## config.mk

```make
export PLATFORM = sky130hd
export DESIGN_NAME = sar_adc_host_ctrl
export DESIGN_NICKNAME = d
export VERILOG_FILES = /design/src/rtl/sar_host_pkg.sv /design/src/rtl/sar_host_edge.sv /design/src/rtl/sar_host_dcnt.sv /design/src/rtl/sar_host_result.sv /design/src/rtl/sar_adc_host_ctrl.sv
export SDC_FILE = /design/constraint.sdc
export NUM_CORES = 1
export LEC_CHECK = 0
export BUFFER_PORTS_ARGS = -buffer_cell sky130_fd_sc_hd__clkbuf_2
export CAP_MARGIN = 0
export CORE_MARGIN = 2
export CORE_UTILIZATION = 47
export CTS_BUF_LIST = sky130_fd_sc_hd__clkbuf_16
export CTS_CLUSTER_DIAMETER = 30
export DETAILED_ROUTE_END_ITERATION = 6
export GPL_TIMING_DRIVEN = 0
export PLACE_DENSITY = 0.66
export SLEW_MARGIN = 20
export SYNTH_ARGS = -nofsm -noshare
export SYNTH_HDL_FRONTEND = slang
export SYNTH_HIERARCHICAL = 1
export SYNTH_SLANG_ARGS = --single-unit
```

## constraint.sdc

```tcl
create_clock -name clk -period 3.5 [get_ports clk]
set_input_delay 0.7 -clock clk [delete_from_list [all_inputs] [get_ports clk]]
set_output_delay 0.7 -clock clk [all_outputs]
set_load 0.02 [all_outputs]
```

## src/rtl/sar_host_pkg.sv

```systemverilog
package sar_host_pkg;

  typedef enum logic [3:0] {
    ST_RST,
    ST_GAP,
    ST_IDLE,
    ST_WAKE,
    ST_ACQ_LO,
    ST_ACQ_HI,
    ST_CNV_LO,
    ST_CNV_WAIT,
    ST_RD_HI,
    ST_RD_LO
  } ctl_state_e;

  // Round a time in ns up to whole clock cycles, never below one cycle.
  function automatic int unsigned ns_to_cycles(input longint unsigned hz,
                                               input longint unsigned ns);
    longint unsigned c;
    c = (hz * ns + 64'd999_999_999) / 64'd1_000_000_000;
    if (c == 0) c = 1;
    return int'(c);
  endfunction

  function automatic int unsigned max2(input int unsigned a, input int unsigned b);
    return (a > b) ? a : b;
  endfunction

endpackage

```

## src/rtl/sar_host_edge.sv

```systemverilog
module sar_host_edge #(
  parameter int unsigned STAGES = 2
) (
  input  logic clk,
  input  logic rst_n,
  input  logic din,
  output logic fall
);
  // STAGES synchroniser flops plus one history flop for edge detection.
  logic [STAGES:0] sh;

  always_ff @(posedge clk or negedge rst_n) begin
    if (!rst_n) sh <= '1;
    else        sh <= {sh[STAGES-1:0], din};
  end

  assign fall = sh[STAGES] & ~sh[STAGES-1];
endmodule

```

## src/rtl/sar_host_dcnt.sv

```systemverilog
module sar_host_dcnt #(
  parameter int unsigned    W       = 8,
  parameter logic [W-1:0]   RST_VAL = '0
) (
  input  logic         clk,
  input  logic         rst_n,
  input  logic         load,
  input  logic         en,
  input  logic [W-1:0] load_val,
  output logic         zero
);
  logic [W-1:0] cnt;

  always_ff @(posedge clk or negedge rst_n) begin
    if (!rst_n)                 cnt <= RST_VAL;
    else if (load)              cnt <= load_val;
    else if (en && cnt != '0)   cnt <= cnt - 1'b1;
  end

  assign zero = (cnt == '0);
endmodule

```

## src/rtl/sar_host_result.sv

```systemverilog
module sar_host_result #(
  parameter int unsigned DW = 14
) (
  input  logic          clk,
  input  logic          rst_n,
  input  logic          cap,
  input  logic [DW-1:0] cap_data,
  input  logic          ready,
  output logic          valid,
  output logic [DW-1:0] data
);
  always_ff @(posedge clk or negedge rst_n) begin
    if (!rst_n) begin
      valid <= 1'b0;
      data  <= '0;
    end else if (cap) begin
      valid <= 1'b1;
      data  <= cap_data;
    end else if (valid && ready) begin
      valid <= 1'b0;
    end
  end
endmodule

```

## src/rtl/sar_adc_host_ctrl.sv

```systemverilog
module sar_adc_host_ctrl
  import sar_host_pkg::*;
#(
  parameter int unsigned DW          = 14,
  parameter int unsigned CLK_HZ      = 100_000_000,
  parameter int unsigned T_RST_NS    = 100,
  parameter int unsigned T_CSL_NS    = 40,
  parameter int unsigned T_CSH_NS    = 40,
  parameter int unsigned T_ACQ_NS    = 1100,
  parameter int unsigned T_CONV_NS   = 4700,
  parameter int unsigned T_WAKE_NS   = 12_000_000,
  parameter int unsigned CAP_CYC     = 2,
  parameter int unsigned SYNC_STAGES = 2
) (
  input  logic          clk,
  input  logic          rst_n,
  input  logic          cmd_valid,
  output logic          cmd_ready,
  input  logic          cmd_shutdown,
  output logic          res_valid,
  input  logic          res_ready,
  output logic [DW-1:0] res_data,
  output logic          conv_timeout,
  output logic          adc_cs_n,
  output logic          adc_rsel,
  output logic          adc_rst,
  input  logic          adc_eoc_n,
  input  logic [DW-1:0] adc_data
);
  localparam int unsigned RST_CYC  = ns_to_cycles(CLK_HZ, T_RST_NS);
  localparam int unsigned CSL_CYC  = ns_to_cycles(CLK_HZ, T_CSL_NS);
  localparam int unsigned CSH_CYC  = ns_to_cycles(CLK_HZ, T_CSH_NS);
  localparam int unsigned ACQ_CYC  = ns_to_cycles(CLK_HZ, T_ACQ_NS);
  localparam int unsigned CONV_CYC = ns_to_cycles(CLK_HZ, T_CONV_NS);
  localparam int unsigned WAKE_CYC = ns_to_cycles(CLK_HZ, T_WAKE_NS);
  localparam int unsigned CAPC     = (CAP_CYC == 0) ? 1 : CAP_CYC;
  localparam int unsigned MAXC     = max2(max2(max2(RST_CYC, CSL_CYC), max2(CSH_CYC, ACQ_CYC)),
                                          max2(WAKE_CYC, CAPC));
  localparam int unsigned CW       = $clog2(MAXC + 1);
  localparam int unsigned TW       = $clog2(CONV_CYC + 1);

  localparam logic [CW-1:0] LD_RST  = CW'(RST_CYC - 1);
  localparam logic [CW-1:0] LD_CSL  = CW'(CSL_CYC - 1);
  localparam logic [CW-1:0] LD_CSH  = CW'(CSH_CYC - 1);
  localparam logic [CW-1:0] LD_ACQ  = CW'(ACQ_CYC - 1);
  localparam logic [CW-1:0] LD_WAKE = CW'(WAKE_CYC - 1);
  localparam logic [CW-1:0] LD_CAP  = CW'(CAPC - 1);
  localparam logic [TW-1:0] LD_CONV = TW'(CONV_CYC - 1);

  ctl_state_e    state, state_d;
  logic          ph_load, ph_zero;
  logic [CW-1:0] ph_val;
  logic          tmo_load, tmo_en, tmo_zero;
  logic          eoc_fall, eoc_seen;
  logic          mode_q, cold_q, err_q;
  logic          cmd_take, cap, tmo_fire;
  logic          cs_n_q, rsel_q, rst_q;

  // Phase timer: holds every fixed-width step of the sequence.
  sar_host_dcnt #(.W(CW), .RST_VAL(LD_RST)) u_phase (
    .clk(clk), .rst_n(rst_n), .load(ph_load), .en(1'b1),
    .load_val(ph_val), .zero(ph_zero)
  );

  // Conversion time limit, started at the second falling edge.
  sar_host_dcnt #(.W(TW), .RST_VAL('0)) u_limit (
    .clk(clk), .rst_n(rst_n), .load(tmo_load), .en(tmo_en),
    .load_val(LD_CONV), .zero(tmo_zero)
  );

  sar_host_edge #(.STAGES(SYNC_STAGES)) u_eoc (
    .clk(clk), .rst_n(rst_n), .din(adc_eoc_n), .fall(eoc_fall)
  );

  sar_host_result #(.DW(DW)) u_res (
    .clk(clk), .rst_n(rst_n), .cap(cap), .cap_data(adc_data),
    .ready(res_ready), .valid(res_valid), .data(res_data)
  );

  assign cmd_ready = (state == ST_IDLE) && !res_valid;
  assign cmd_take  = cmd_valid && cmd_ready;
  assign tmo_en    = (state == ST_CNV_LO) || (state == ST_CNV_WAIT);

  always_comb begin
    state_d  = state;
    ph_load  = 1'b0;
    ph_val   = LD_CSL;
    tmo_load = 1'b0;
    cap      = 1'b0;
    tmo_fire = 1'b0;
    unique case (state)
      ST_RST: if (ph_zero) begin
        state_d = ST_GAP; ph_load = 1'b1; ph_val = LD_CSH;
      end
      ST_GAP: if (ph_zero) state_d = ST_IDLE;
      ST_IDLE: if (cmd_take) begin
        ph_load = 1'b1;
        if (cold_q) begin state_d = ST_WAKE;   ph_val = LD_WAKE; end
        else        begin state_d = ST_ACQ_LO; ph_val = LD_CSL;  end
      end
      ST_WAKE: if (ph_zero) begin
        state_d = ST_ACQ_LO; ph_load = 1'b1; ph_val = LD_CSL;
      end
      ST_ACQ_LO: if (ph_zero) begin
        state_d = ST_ACQ_HI; ph_load = 1'b1; ph_val = LD_ACQ;
      end
      ST_ACQ_HI: if (ph_zero) begin
        state_d = ST_CNV_LO; ph_load = 1'b1; ph_val = LD_CSL; tmo_load = 1'b1;
      end
      ST_CNV_LO: if (ph_zero) state_d = ST_CNV_WAIT;
      ST_CNV_WAIT: begin
        if (eoc_seen || eoc_fall) begin
          state_d = ST_RD_HI; ph_load = 1'b1; ph_val = LD_CSH;
        end else if (tmo_zero) begin
          state_d = ST_IDLE; tmo_fire = 1'b1;
        end
      end
      ST_RD_HI: if (ph_zero) begin
        state_d = ST_RD_LO; ph_load = 1'b1; ph_val = LD_CAP;
      end
      ST_RD_LO: if (ph_zero) begin
        state_d = ST_IDLE; cap = 1'b1;
      end
      default: state_d = ST_IDLE;
    endcase
  end

  always_ff @(posedge clk or negedge rst_n) begin
    if (!rst_n) begin
      state    <= ST_RST;
      mode_q   <= 1'b0;
      cold_q   <= 1'b1;
      err_q    <= 1'b0;
      eoc_seen <= 1'b0;
      cs_n_q   <= 1'b1;
      rsel_q   <= 1'b0;
      rst_q    <= 1'b1;
    end else begin
      state <= state_d;
      if (cmd_take) begin
        mode_q <= cmd_shutdown;
        err_q  <= 1'b0;
      end
      if (tmo_fire) begin
        err_q  <= 1'b1;
        cold_q <= 1'b1;
      end
      if (cap) cold_q <= mode_q;
      if (tmo_load)                            eoc_seen <= 1'b0;
      else if (state == ST_CNV_LO && eoc_fall) eoc_seen <= 1'b1;
      // Line levels are registered from the state being entered.
      rst_q  <= (state_d == ST_RST);
      cs_n_q <= !((state_d == ST_ACQ_LO) || (state_d == ST_CNV_LO) || (state_d == ST_RD_LO));
      unique case (state_d)
        ST_ACQ_HI, ST_CNV_LO:             rsel_q <= mode_q;
        ST_CNV_WAIT, ST_RD_HI, ST_RD_LO:  rsel_q <= 1'b1;
        default:                          rsel_q <= 1'b0;
      endcase
    end
  end

  assign adc_cs_n     = cs_n_q;
  assign adc_rsel     = rsel_q;
  assign adc_rst      = rst_q;
  assign conv_timeout = err_q;
endmodule

```

; After elaboration in Yosys (flattened, before gate mapping)
; Index checks and enable logic that the tools add are counted.
; W data, S select, Z words.
[totals]
regBits = 59
out_inout_bits = 20
input_bits = 20
wordCells = 98
[classes]
eq_ne = 15
reduce_logical = 27
n_bitwise = 2
muxes = 39
addsub = 2
[op_table]
columns = operator, count
row1 = $mux W21, 4
row2 = $pmux W21 S3, 1
row3 = $mux W4, 10
row4 = $pmux W4 S9, 1
row5 = $eq A4 B3 Y1 const B, 8
row6 = $logic_not A21 Y1, 1
row7 = $reduce_bool A21 Y1, 1
row8 = $sub A21 B1 Y21 const B, 1
row9 = $mux W9, 2
row10 = $eq A4 B4 Y1 const B, 4
row11 = $mux W1, 16
row12 = $reduce_bool A2 Y1, 6
row13 = $logic_not A9 Y1, 1
row14 = $reduce_bool A9 Y1, 1
row15 = $sub A9 B1 Y9 const B, 1
row16 = $eq A4 B2 Y1 const B, 2
row17 = $logic_not A4 Y1, 2
row18 = $mux W7, 1
row19 = $logic_and A1 B1 Y1, 5
row20 = $reduce_or A5 Y1, 1
row21 = $eq A4 B1 Y1 const B, 1
row22 = $logic_or A1 B1 Y1, 4
row23 = $reduce_or A2 Y1, 2
row24 = $mux W3, 1
row25 = 7 further kinds, 8

; Depth between registers and ports, before layout
; Gate-level depths: netlist of run 1.
[depth]
word_depth = 9
depth_mapped = 12

; Hierarchy
; Netlist of run 1, hierarchy kept.
[modules_own_cells]
columns = module, cells_each, n_inst, area_per_inst_um2
row1 = sar_host_dcnt at u_phase, 146, 1, 1376.3
row2 = sar_adc_host_ctrl, 82, 1, 768.2
row3 = sar_host_dcnt at u_limit, 75, 1, 624.3
row4 = sar_host_result, 33, 1, 610.6
row5 = sar_host_edge, 4, 1, 92.6

; Least setup slack after synthesis of run 1
; No wires, ideal clock.
[synth_path]
path_kind = register to register
start = register u_phase.cnt[9]
end = register u_limit.cnt[2]
setup_slack_ns = 0.253
path_stages_with_launch = 12
n_path_buf = 3
required_time_ns = 3.373
arrival_ns = 3.120
cell_sequence = dfrtp_1 > or4_4 > or2_0 > buf_6 > nor4_1 > nand2_1 > nor3_1 > clkbuf_1 > clkbuf_1 > nor2_1 > o211ai_1 > nand3_1
[synth_between]
elab_chain_len = 4
word_cells_on_any_way = 5
cone_classes = mux: 3 / reduce/logical: 2
[synth_lines]
columns = item, line
row1 = start: declaration, sar_host_dcnt.sv:12  ; logic [W-1:0] cnt;
row2 = start signal: assignment, sar_host_dcnt.sv:16  ; else if (load) cnt <= load_val;
row3 = start signal: assignment, sar_host_dcnt.sv:17  ; else if (en && cnt != '0) cnt <= cnt - 1'b1;
row4 = $logic_not A21 Y1 *, sar_host_dcnt.sv:20  ; assign zero = (cnt == '0);
row5 = named net ph_zero, sar_adc_host_ctrl.sv:51  ; logic ph_load, ph_zero;
row6 = $mux W1 *, sar_adc_host_ctrl.sv:107  ; ST_ACQ_HI: if (ph_zero) begin
row7 = $mux W1 *, sar_adc_host_ctrl.sv:91  ; unique case (state)
row8 = named net tmo_load, sar_adc_host_ctrl.sv:53  ; logic tmo_load, tmo_en, tmo_zero;
row9 = $mux W9 / $reduce_bool A2 Y1 (equally long branches), -
row10 = end signal: assignment, sar_host_dcnt.sv:16
row11 = end signal: assignment, sar_host_dcnt.sv:17
row12 = end: declaration, sar_host_dcnt.sv:12
; The timed path passes the listed nets; every way through them passes the cells marked *.
; A chain may end at the register's enable or synchronous reset.

; Final worst setup path of run 1
; Ends and elaborated chain as after synthesis.

==> flow_summary_export.csv, run 1 <==
group,metric,value,unit
sta,finalCriticalPeriod,3.03,ns
floorplan,die_h,90.0,um
cells_and_area,design_area,4200,um^2
clock_network,clk_latency,0.32,ns
pwr,leakage,1.84,nW
detailed_routing,drt-vias-per-instance,5.50,
sta,skew,0.00608,ns
logic_synthesis,yosysSeqAreaShare,42.8,%
logic_synthesis,synth_enable_flop_cells,0,
sta,maxSlewHeadroom,54.7,%
logic_synthesis,netlist_area,3470,um^2
placement,place_ws,-0.144,ns
clock_network,clockBufferDepth,2,
global_route,antenna_found_initial,0,
floorplan,start_util,48.1,%
logic_synthesis,synth.distinct_cells,80,
floorplan,core-area,7210,um^2
placement,dpl_cell_area,3880,um^2
run_status,status,"finished clean",
logic_synthesis,post-synth-top-count-cell,"dfrtp_1",
cells_and_area,drive_above_1_share,29.2,%
critical_path,cp_data_arrival_time,3.24,ns
run,drv_cap,0,
sta,finalCritPeriodShare,86.6,%
critical_path,crit_type,"reg -> reg",
critical_path,start_kind,"flip-flop",
cells_and_area,multiInputGateArea,1870,um^2
sta,final.hold.worst_slack,0.295,ns
global_route,grt_max_degree,40,
detailed_routing,drt-initial-drc-count,179,
clock_network,cts_tree,"built",
detailed_routing,num_vias,2829,
detailed_routing,finalWirelength,7.74,mm
cells_and_area,seq_area,1490,um^2
sta,tightest_slew,0.677,ns
floorplan,rows,31,
logic_synthesis,synth_top_area_cell,"dfrtp_1",
cells_and_area,antennaDiodeCount,0,
clock_network,htree_num_levels,3,
sta,rsz0062_at_grt,"false",
min_path,min_path_type,"in -> async",
critical_path,r2r_cells,12,
cells_and_area,synthToLayoutAreaGrowth,20.9,%
sta,setup_slack,0.468,ns
floorplan,pin_count,40,
detailed_routing,detail_route.wl_per_cell,15.1,um
logic_synthesis,ys_warn_count,6,
placement,port_buffers,39,
sta,slew_violations,0,
logic_synthesis,synth_commonest_cells,"dfrtp_1, nand2_1, nor2_1, inv_1, o21ai_0",
logic_synthesis,ys.flop_type,"dfrtp_1",
critical_path,cp.required,3.71,ns
pwr,power,0.00273,W
logic_synthesis,syn_area_per_cell,10.2,um^2
clock_network,cts_hold_buf,0,
critical_path,cp-end-kind,"flip-flop",
sta,fmax,0.330,GHz
global_route,grt_pass1_vias,2766,
detailed_routing,drt-pass1-iter-count,4,
logic_synthesis,ys_ff_latch,59,
sta,hold_violations,0,
floorplan,die_area,8090,um^2
global_route,overflow,0,
clock_network,clkSinkCount,59,
global_route,grt.total_usage,20.5,%
clock_network,cts-root-buf,"clkbuf_16",
cells_and_area,fillerInstances,659,
critical_path,crit_path_max_fanout,10,
floorplan,die_w,90.0,um
placement,globalplace.congestion,0.848,
global_route,grt_pass1_wl,13.5,mm
logic_synthesis,ys_top_cells_by_area,"dfrtp_1, dfstp_2, nand2_1, mux2_4, xor2_1",
logic_synthesis,synthArstFlopShare,100,%
logic_synthesis,synth_top_area_share,36.8,%
detailed_routing,detail-route-antenna-nets,0,
logic_synthesis,netlist_instances,340,
sta,setup_viol,0,
clock_network,clk_pin_slew,0.05,ns
detailed_routing,drcViolationCount,0,
pwr,p_per_area,650,nW/um^2
cells_and_area,nets,433,
placement,dp_hpwl,5.30,mm
pwr,irDropWorstVdd,0.300,mV
clock_network,numCtsBuffers,9,
## worst max-delay path, stage by stage (launching register included)
cell      delay, ns
dfrtp_1        0.41
or4_4          0.57
or2_0          0.24
buf_6          0.16
nor4_4         0.17
buf_4          0.19
nand2_1        0.13
nor3_1         0.15
clkbuf_1       0.36
clkbuf_2       0.31
nor2_1         0.06
o211ai_1       0.08
nand3_1        0.09
## repair_timing
item / CTS / global route
pin swaps: 0 / 1
setup buffers: 0 / 3
setup endpoints to repair: 20 / 8
gates cloned: 0 / 0
endpoints found under the hold margin: 0 / 0
resized for setup: 1 / 2
## registers in the layout, summed over array words and instances (netlist names), 3 cells and up
name / cells
u_limit/cnt: 9
state: 4
u_phase/cnt: 21
u_res/data: 14
u_eoc/sh: 3
## cells in the final DEF (no fill, tap or decap), types with 8 or more instances in the layout
master      n
clkbuf_16   9
clkbuf_2   40
conb_1     18
dfrtp_1    51
dfstp_2     8
inv_1      18
mux2_4      9
nand2_1    38
nand3_1    14
nor2_1     22
o211ai_1   10
o21ai_0    16
xor2_1     10
## cell type report
class                      instances  area share (%)
multi-input combinational        262            44.5
sequential                        59            35.4
timing repair buffer              43            5.72
clock buffer                       9            5.36
buffer                            17            2.98
tap                               99            2.95
inverter                          18            1.61
clock inverter                     7            1.46
## per-layer routing
metal / global-route usage (%) / up-vias / part of all wire [%]
met4: 8.85 / 0 / 1.6
met2: 32.3 / 86 / 46
li1: - / 1368 / -
met5: 0 / - / 0
met1: 28.4 / 1365 / 48
met3: 2.85 / 10 / 4.9
## power by group
group          internal (W)  switching (W)  total, W  leakage, nW
logic              0.000350       0.000453  0.000802        0.967
clock network      0.000541       0.000303  0.000844        0.141
registers          0.000868       0.000214   0.00108        0.728
## worst paths after layout
kind / startpoint / slack (ns) / end
max reg2reg: u_phase/cnt[9]$_DFFE_PN0P_ / 0.47 / u_limit/cnt[2]$_DFFE_PN0P_
min in group clk: u_eoc/sh[0]$_DFF_PN1_ / 0.36 / u_eoc/sh[1]$_DFF_PN1_
max in group asynchronous: rst_n / 2.63 / u_phase/cnt[3]$_DFFE_PN1P_
max: u_phase/cnt[9]$_DFFE_PN0P_ / 0.47 / u_limit/cnt[2]$_DFFE_PN0P_
min reg2reg: u_eoc/sh[0]$_DFF_PN1_ / 0.36 / u_eoc/sh[1]$_DFF_PN1_
min: rst_n / 0.29 / state[2]$_DFF_PN0_
## per-stage QoR
stage,std cells,setup TNS (ns),utilization [%]
2_1_floorplan,356,0,-
3_3_place_gp,494,-14.17,53.4
3_5_place_dp,495,-0.390,53.8
4_1_cts,511,0,57.9
5_1_grt,514,0,58.2
6_report,514,0,58.2
## cell families (layout without fill, tap and decap cells)
group	count (synthesis)	in the layout	share of synthesized area [%]
other	2	18	0.216
XOR/XNOR	15	15	3.78
AO/OA/AOI/OAI	69	69	14.8
AND/OR/NAND/NOR	138	138	24.7
flip-flops	59	59	42.8
multiplexers	18	18	6.77
adder cells (fa/ha/maj)	4	4	1.41
buffers and inverters	35	94	5.51
Power figures use the tool's default switching activity.
==> inputs of run 2 (changes only) <==
--- a/config.mk
+++ b/config.mk
@@ -9,7 +9,7 @@
 export CAP_MARGIN = 0
 export CORE_MARGIN = 2
 export CORE_UTILIZATION = 47
-export CTS_BUF_LIST = sky130_fd_sc_hd__clkbuf_16
+export CTS_BUF_LIST = sky130_fd_sc_hd__clkbuf_4 sky130_fd_sc_hd__clkbuf_8 sky130_fd_sc_hd__clkbuf_16
 export CTS_CLUSTER_DIAMETER = 30
 export DETAILED_ROUTE_END_ITERATION = 6
 export GPL_TIMING_DRIVEN = 0
==> run 2 against run 1 <==
Against the previous run:
- die area stayed put
- power down 8.0%
- sequential power barely moved
- critical endpoint is now u_phase/cnt[17]$_DFFE_PN0P_
- highest routed layer unchanged
==> flow_summary_export.csv, run 2 (synthesized netlist as in run 1, its figures left out) <==
group,metric,value,unit
run_status,status,"finished clean",
placement,port_buffers,39,
clock_network,clockBufferDepth,2,
critical_path,reg2reg_to,"u_phase/cnt[17]$_DFFE_PN0P_",
floorplan,die_w,90.0,um
floorplan,rows,31,
sta,slew_violations,0,
critical_path,startpoint,"u_phase/cnt[9]$_DFFE_PN0P_",
global_route,grt_pass1_wl,13.2,mm
critical_path,r2r_cells,9,
cells_and_area,layout_common_cells,"dfrtp_1, clkbuf_2, nand2_1, nor2_1, conb_1",
cells_and_area,nets,430,
critical_path,worstSetupEndpoint,"u_phase/cnt[17]$_DFFE_PN0P_",
sta,setup_tns,0,ns
placement,dp_hpwl,5.30,mm
cells_and_area,final_cells,511,
global_route,grt_max_degree,40,
sta,maxSlewHeadroom,57.9,%
cells_and_area,final_common_cell,"dfrtp_1",
cells_and_area,top_register,"u_phase/cnt",
cells_and_area,utilization,56.7,%
sta,hold_violations,0,
critical_path,start_kind,"flip-flop",
detailed_routing,drt-pass1-iter-count,4,
sta,finalCritPeriodShare,92.5,%
global_route,grt.total_usage,20.1,%
pwr,p_per_area,614,nW/um^2
clock_network,clk_latency,0.34,ns
clock_network,cts_tree,"built",
floorplan,core-area,7210,um^2
critical_path,crit_path_max_fanout,10,
cells_and_area,drive_above_1_share,29.6,%
floorplan,die_area,8090,um^2
detailed_routing,num_vias,2784,
global_route,grt_pass1_vias,2694,
clock_network,clk_pin_slew,0.07,ns
critical_path,crit_cells,9,
placement,dp.cells,495,
critical_path,cp-end-kind,"flip-flop",
clock_network,cts-root-buf,"clkbuf_8",
critical_path,cp.required,3.72,ns
detailed_routing,finalWirelength,7.48,mm
sta,tightest_slew,0.627,ns
critical_path,crit_type,"reg -> reg",
critical_path,crit_chain,"or4_4, or2_0, buf_6, nor4_4, o21ai_1, o311ai_0, clkdlybuf4s25_2, clkinv_1, mux2_2",
clock_network,numCtsBuffers,9,
detailed_routing,drt-initial-drc-count,165,
critical_path,regToRegSetupSlack,0.26,ns
clock_network,htree_num_levels,3,
run,drv_cap,0,
sta,rsz0062_at_grt,"false",
clock_network,cts_setup_buffers,0,
cells_and_area,largest_reg_flops,21,
global_route,overflow,0,
sta,skew,0.00800,ns
critical_path,cp_data_arrival_time,3.46,ns
critical_path,critPathTopFamily,"simple AND/OR/NAND/NOR gates",
cells_and_area,reg.largest.list,"u_phase/cnt: 21 flops, u_res/data: 14 flops, u_limit/cnt: 9 flops",
min_path,min_path_type,"in -> async",
detailed_routing,detail_route.wl_per_cell,14.6,um
detailed_routing,drcViolationCount,0,
floorplan,start_util,48.1,%
critical_path,cp_slowest_cell,"or4_4",
critical_path,cpPeakStageDelay,0.56,ns
detailed_routing,drt-vias-per-instance,5.45,
detailed_routing,detail-route-antenna-nets,0,
clock_network,clkSinkCount,59,
pwr,irDropWorstVdd,0.248,mV
critical_path,path_buf_inv,3,
floorplan,pin_count,40,
clock_network,cts_hold_buf,0,
pwr,leakage,1.77,nW
global_route,antenna_found_initial,0,
cells_and_area,synthToLayoutAreaGrowth,17.8,%
floorplan,die_h,90.0,um
sta,fmax,0.309,GHz
cells_and_area,antennaDiodeCount,0,
placement,globalplace.congestion,0.848,
critical_path,r2r_start,"u_phase/cnt[9]$_DFFE_PN0P_",
sta,setup_viol,0,
sta,finalCriticalPeriod,3.24,ns
## run 2: final cells by class
class / instances / area, um^2
clock buffer: 12 / 153
buffer: 17 / 121
inverter: 18 / 67.6
timing repair buffer: 40 / 218
fill: 672 / 3130
tap: 99 / 124
sequential: 59 / 1490
multi-input combinational: 262 / 1870
clock inverter: 4 / 50.0
## run 2: report_power, final
group	internal [W]	switching [W]	leakage [nW]
clock	0.000363	0.000275	0.0994
sequential	0.000866	0.000214	0.728
combinational	0.000349	0.000442	0.946
## run 2: stage by stage
step	setup WS, ns	power (W)	area [um^2]	hold WS, ns
floorplan	0.253	0.00165	3530	0.345
global placement	-0.546	0.00182	3850	0.346
detailed placement	-0.144	0.00186	3880	0.349
CTS	0.122	0.00252	4090	0.280
global route	0.0184	0.00269	4090	0.294
finish	0.262	0.00251	4090	0.277
## run 2: how the worst min path moves through the flow
stage,start,endpoint,slack [ns]
2_1_floorplan,u_eoc/sh[0]$_DFF_PN1_,u_eoc/sh[1]$_DFF_PN1_,0.35
4_1_cts,rst_n,u_phase/cnt[15]$_DFFE_PN0P_,0.28
3_5_place_dp,u_eoc/sh[0]$_DFF_PN1_,u_eoc/sh[1]$_DFF_PN1_,0.35
6_report,rst_n,state[1]$_DFF_PN0_,0.28
3_3_place_gp,u_eoc/sh[0]$_DFF_PN1_,u_eoc/sh[1]$_DFF_PN1_,0.35
5_1_grt,rst_n,state[1]$_DFF_PN0_,0.29
## run 2: repair_timing
action,CTS,global route
resized for setup,1,3
endpoints found under the setup margin,19,7
pin swaps,0,1
## run 2: per-layer routing
| metal | part of all wire (%) | track usage, % |
|---|---|---|
| met1 | 48 | 28.7 |
| met3 | 5.3 | 3.10 |
| met4 | 1.9 | 10.5 |
| met5 | 0 | 0 |
| met2 | 45 | 29.8 |
==> inputs of run 3 (changes only) <==
--- a/config.mk
+++ b/config.mk
@@ -12,7 +12,6 @@
 export CTS_BUF_LIST = sky130_fd_sc_hd__clkbuf_4 sky130_fd_sc_hd__clkbuf_8 sky130_fd_sc_hd__clkbuf_16
 export CTS_CLUSTER_DIAMETER = 30
 export DETAILED_ROUTE_END_ITERATION = 6
-export GPL_TIMING_DRIVEN = 0
 export PLACE_DENSITY = 0.66
 export SLEW_MARGIN = 20
 export SYNTH_ARGS = -nofsm -noshare
==> run 3 against run 2 <==
Against the previous run:
- clock skew about the same
- combinational power decreased by 5.9%
- global-route usage decreased by 1.3 points
- routed wire length decreased by 1.3%
- via count decreased by 2.2%
- critical endpoint is now u_limit/cnt[1]$_DFFE_PN0P_
- largest power group unchanged
==> flow_summary_export.csv, run 3 (synthesized netlist as in run 1, its figures left out) <==
group,metric,value,unit
placement,dp_hpwl,5.02,mm
cells_and_area,nets,419,
critical_path,crit_path_max_fanout,14,
detailed_routing,drt-vias-per-instance,5.44,
cells_and_area,largest_reg_flops,21,
placement,port_buffers,39,
cells_and_area,utilization,55.8,%
cells_and_area,final_common_cell,"dfrtp_1",
detailed_routing,detail-route-antenna-nets,0,
sta,setup_tns,0,ns
sta,maxSlewHeadroom,50.6,%
run,drv_cap,0,
critical_path,crit_type,"reg -> reg",
clock_network,cts_resized,0,
pwr,irDropWorstVdd,0.277,mV
critical_path,r2r_start,"u_phase/cnt[9]$_DFFE_PN0P_",
clock_network,clk_latency,0.34,ns
floorplan,pin_count,40,
detailed_routing,drt-pass1-iter-count,4,
sta,final.hold.worst_slack,0.358,ns
cells_and_area,synthToLayoutAreaGrowth,15.9,%
clock_network,cts-root-buf,"clkbuf_8",
floorplan,core-area,7210,um^2
critical_path,cp_data_arrival_time,3.18,ns
detailed_routing,detail_route.wl_per_cell,14.8,um
sta,tightest_slew,0.741,ns
floorplan,rows,31,
global_route,grt.total_usage,18.9,%
sta,setup_viol,0,
cells_and_area,drive_above_1_share,29.2,%
pwr,power,0.00256,W
clock_network,htree_num_levels,3,
sta,skew,0.00783,ns
clock_network,cts_hold_buf,0,
global_route,grt_max_degree,60,
detailed_routing,num_vias,2722,
clock_network,cts_tree,"built",
detailed_routing,drcViolationCount,0,
cells_and_area,layout_common_cells,"dfrtp_1, clkbuf_2, nand2_1, nor2_1, conb_1",
min_path,min_path_type,"reg -> reg",
sta,finalCriticalPeriod,2.97,ns
run_status,status,"finished clean",
critical_path,cp.required,3.70,ns
floorplan,start_util,48.1,%
pwr,leakage,1.74,nW
sta,fmax,0.336,GHz
sta,finalCritPeriodShare,84.9,%
sta,hold_violations,0,
cells_and_area,top_register,"u_phase/cnt",
cells_and_area,antennaDiodeCount,0,
critical_path,start_kind,"flip-flop",
critical_path,startpoint,"u_phase/cnt[9]$_DFFE_PN0P_",
detailed_routing,finalWirelength,7.39,mm
cells_and_area,fillerInstances,657,
critical_path,cp-end-kind,"flip-flop",
global_route,grt_pass1_vias,2611,
clock_network,clk_pin_slew,0.07,ns
detailed_routing,drt-initial-drc-count,133,
sta,rsz0062_at_grt,"false",
clock_network,numCtsBuffers,9,
floorplan,die_h,90.0,um
clock_network,clkSinkCount,59,
sta,slew_violations,0,
global_route,grt_pass1_wl,12.5,mm
pwr,p_per_area,637,nW/um^2
critical_path,r2r_cells,11,
min_path,min_from,"u_eoc/sh[0]$_DFF_PN1_",
clock_network,clockBufferDepth,2,
global_route,antenna_found_initial,0,
cells_and_area,reg.largest.list,"u_phase/cnt: 21 flops, u_res/data: 14 flops, u_limit/cnt: 9 flops",
floorplan,die_area,8090,um^2
min_path,hold_depth,0,
floorplan,die_w,90.0,um
clock_network,cts_setup_buffers,0,
placement,globalplace.congestion,0.789,
global_route,overflow,0,
run 3: power by group:
part / internal (W) / switching [W] / total (W)
clock: 0.000436 / 0.000279 / 0.000716
sequential: 0.000866 / 0.000237 / 0.00110
combinational: 0.000330 / 0.000413 / 0.000743
total: 0.00163 / 0.000929 / 0.00256
run 3: critical path, stage by stage, from the launching register on:
cell and delay, ns:
dfrtp_1 0.40, or4_4 0.56, or2_0 0.23, buf_4 0.18, nor4_1 0.23, buf_4 0.20, nand2_1 0.14, nor3_2 0.34
buf_4 0.27, nor2_1 0.07, o211ai_1 0.09, o311ai_1 0.13
run 3: path summary, 6_finish.rpt:
kind,to,slack [ns]
setup / recovery,u_limit/cnt[1]$_DFFE_PN0P_,0.53
hold / removal,u_eoc/sh[1]$_DFF_PN1_,0.36
setup reg to reg,u_limit/cnt[1]$_DFFE_PN0P_,0.53
hold reg to reg,u_eoc/sh[1]$_DFF_PN1_,0.36
max in group asynchronous,u_res/data[8]$_DFFE_PN0P_,2.49
min in group asynchronous,state[0]$_DFF_PN0_,0.51
run 3: stage by stage:
step                      area, um^2  instances  setup slack, ns
after floorplan                 3530        356            0.253
after CTS                       4020        500            0.554
after detailed placement        3790        484            0.588
after global routing            4020        500            0.391
final                           4020        500            0.527
after global placement          3790        484            0.595
run 3: area by class of cell:
cell class                 count  area, um^2  area share (%)
timing repair buffer          46         248            6.16
tap                           99         124            3.08
inverter                      18        67.6            1.68
multi-input combinational    262        1870            46.5
sequential                    59        1490            37.0
clock buffer                  12         153            3.79
clock inverter                 4        75.1            1.87
run 3: metal layers:
metal | global-route usage (%) | vias to the layer above | part of all wire, %
li1 | - | 1338 | -
met1 | 26.5 | 1308 | 49
met2 | 29.0 | 64 | 45
met3 | 3.10 | 12 | 4.3
met4 | 8.33 | 0 | 1.7
met5 | 0 | - | 0
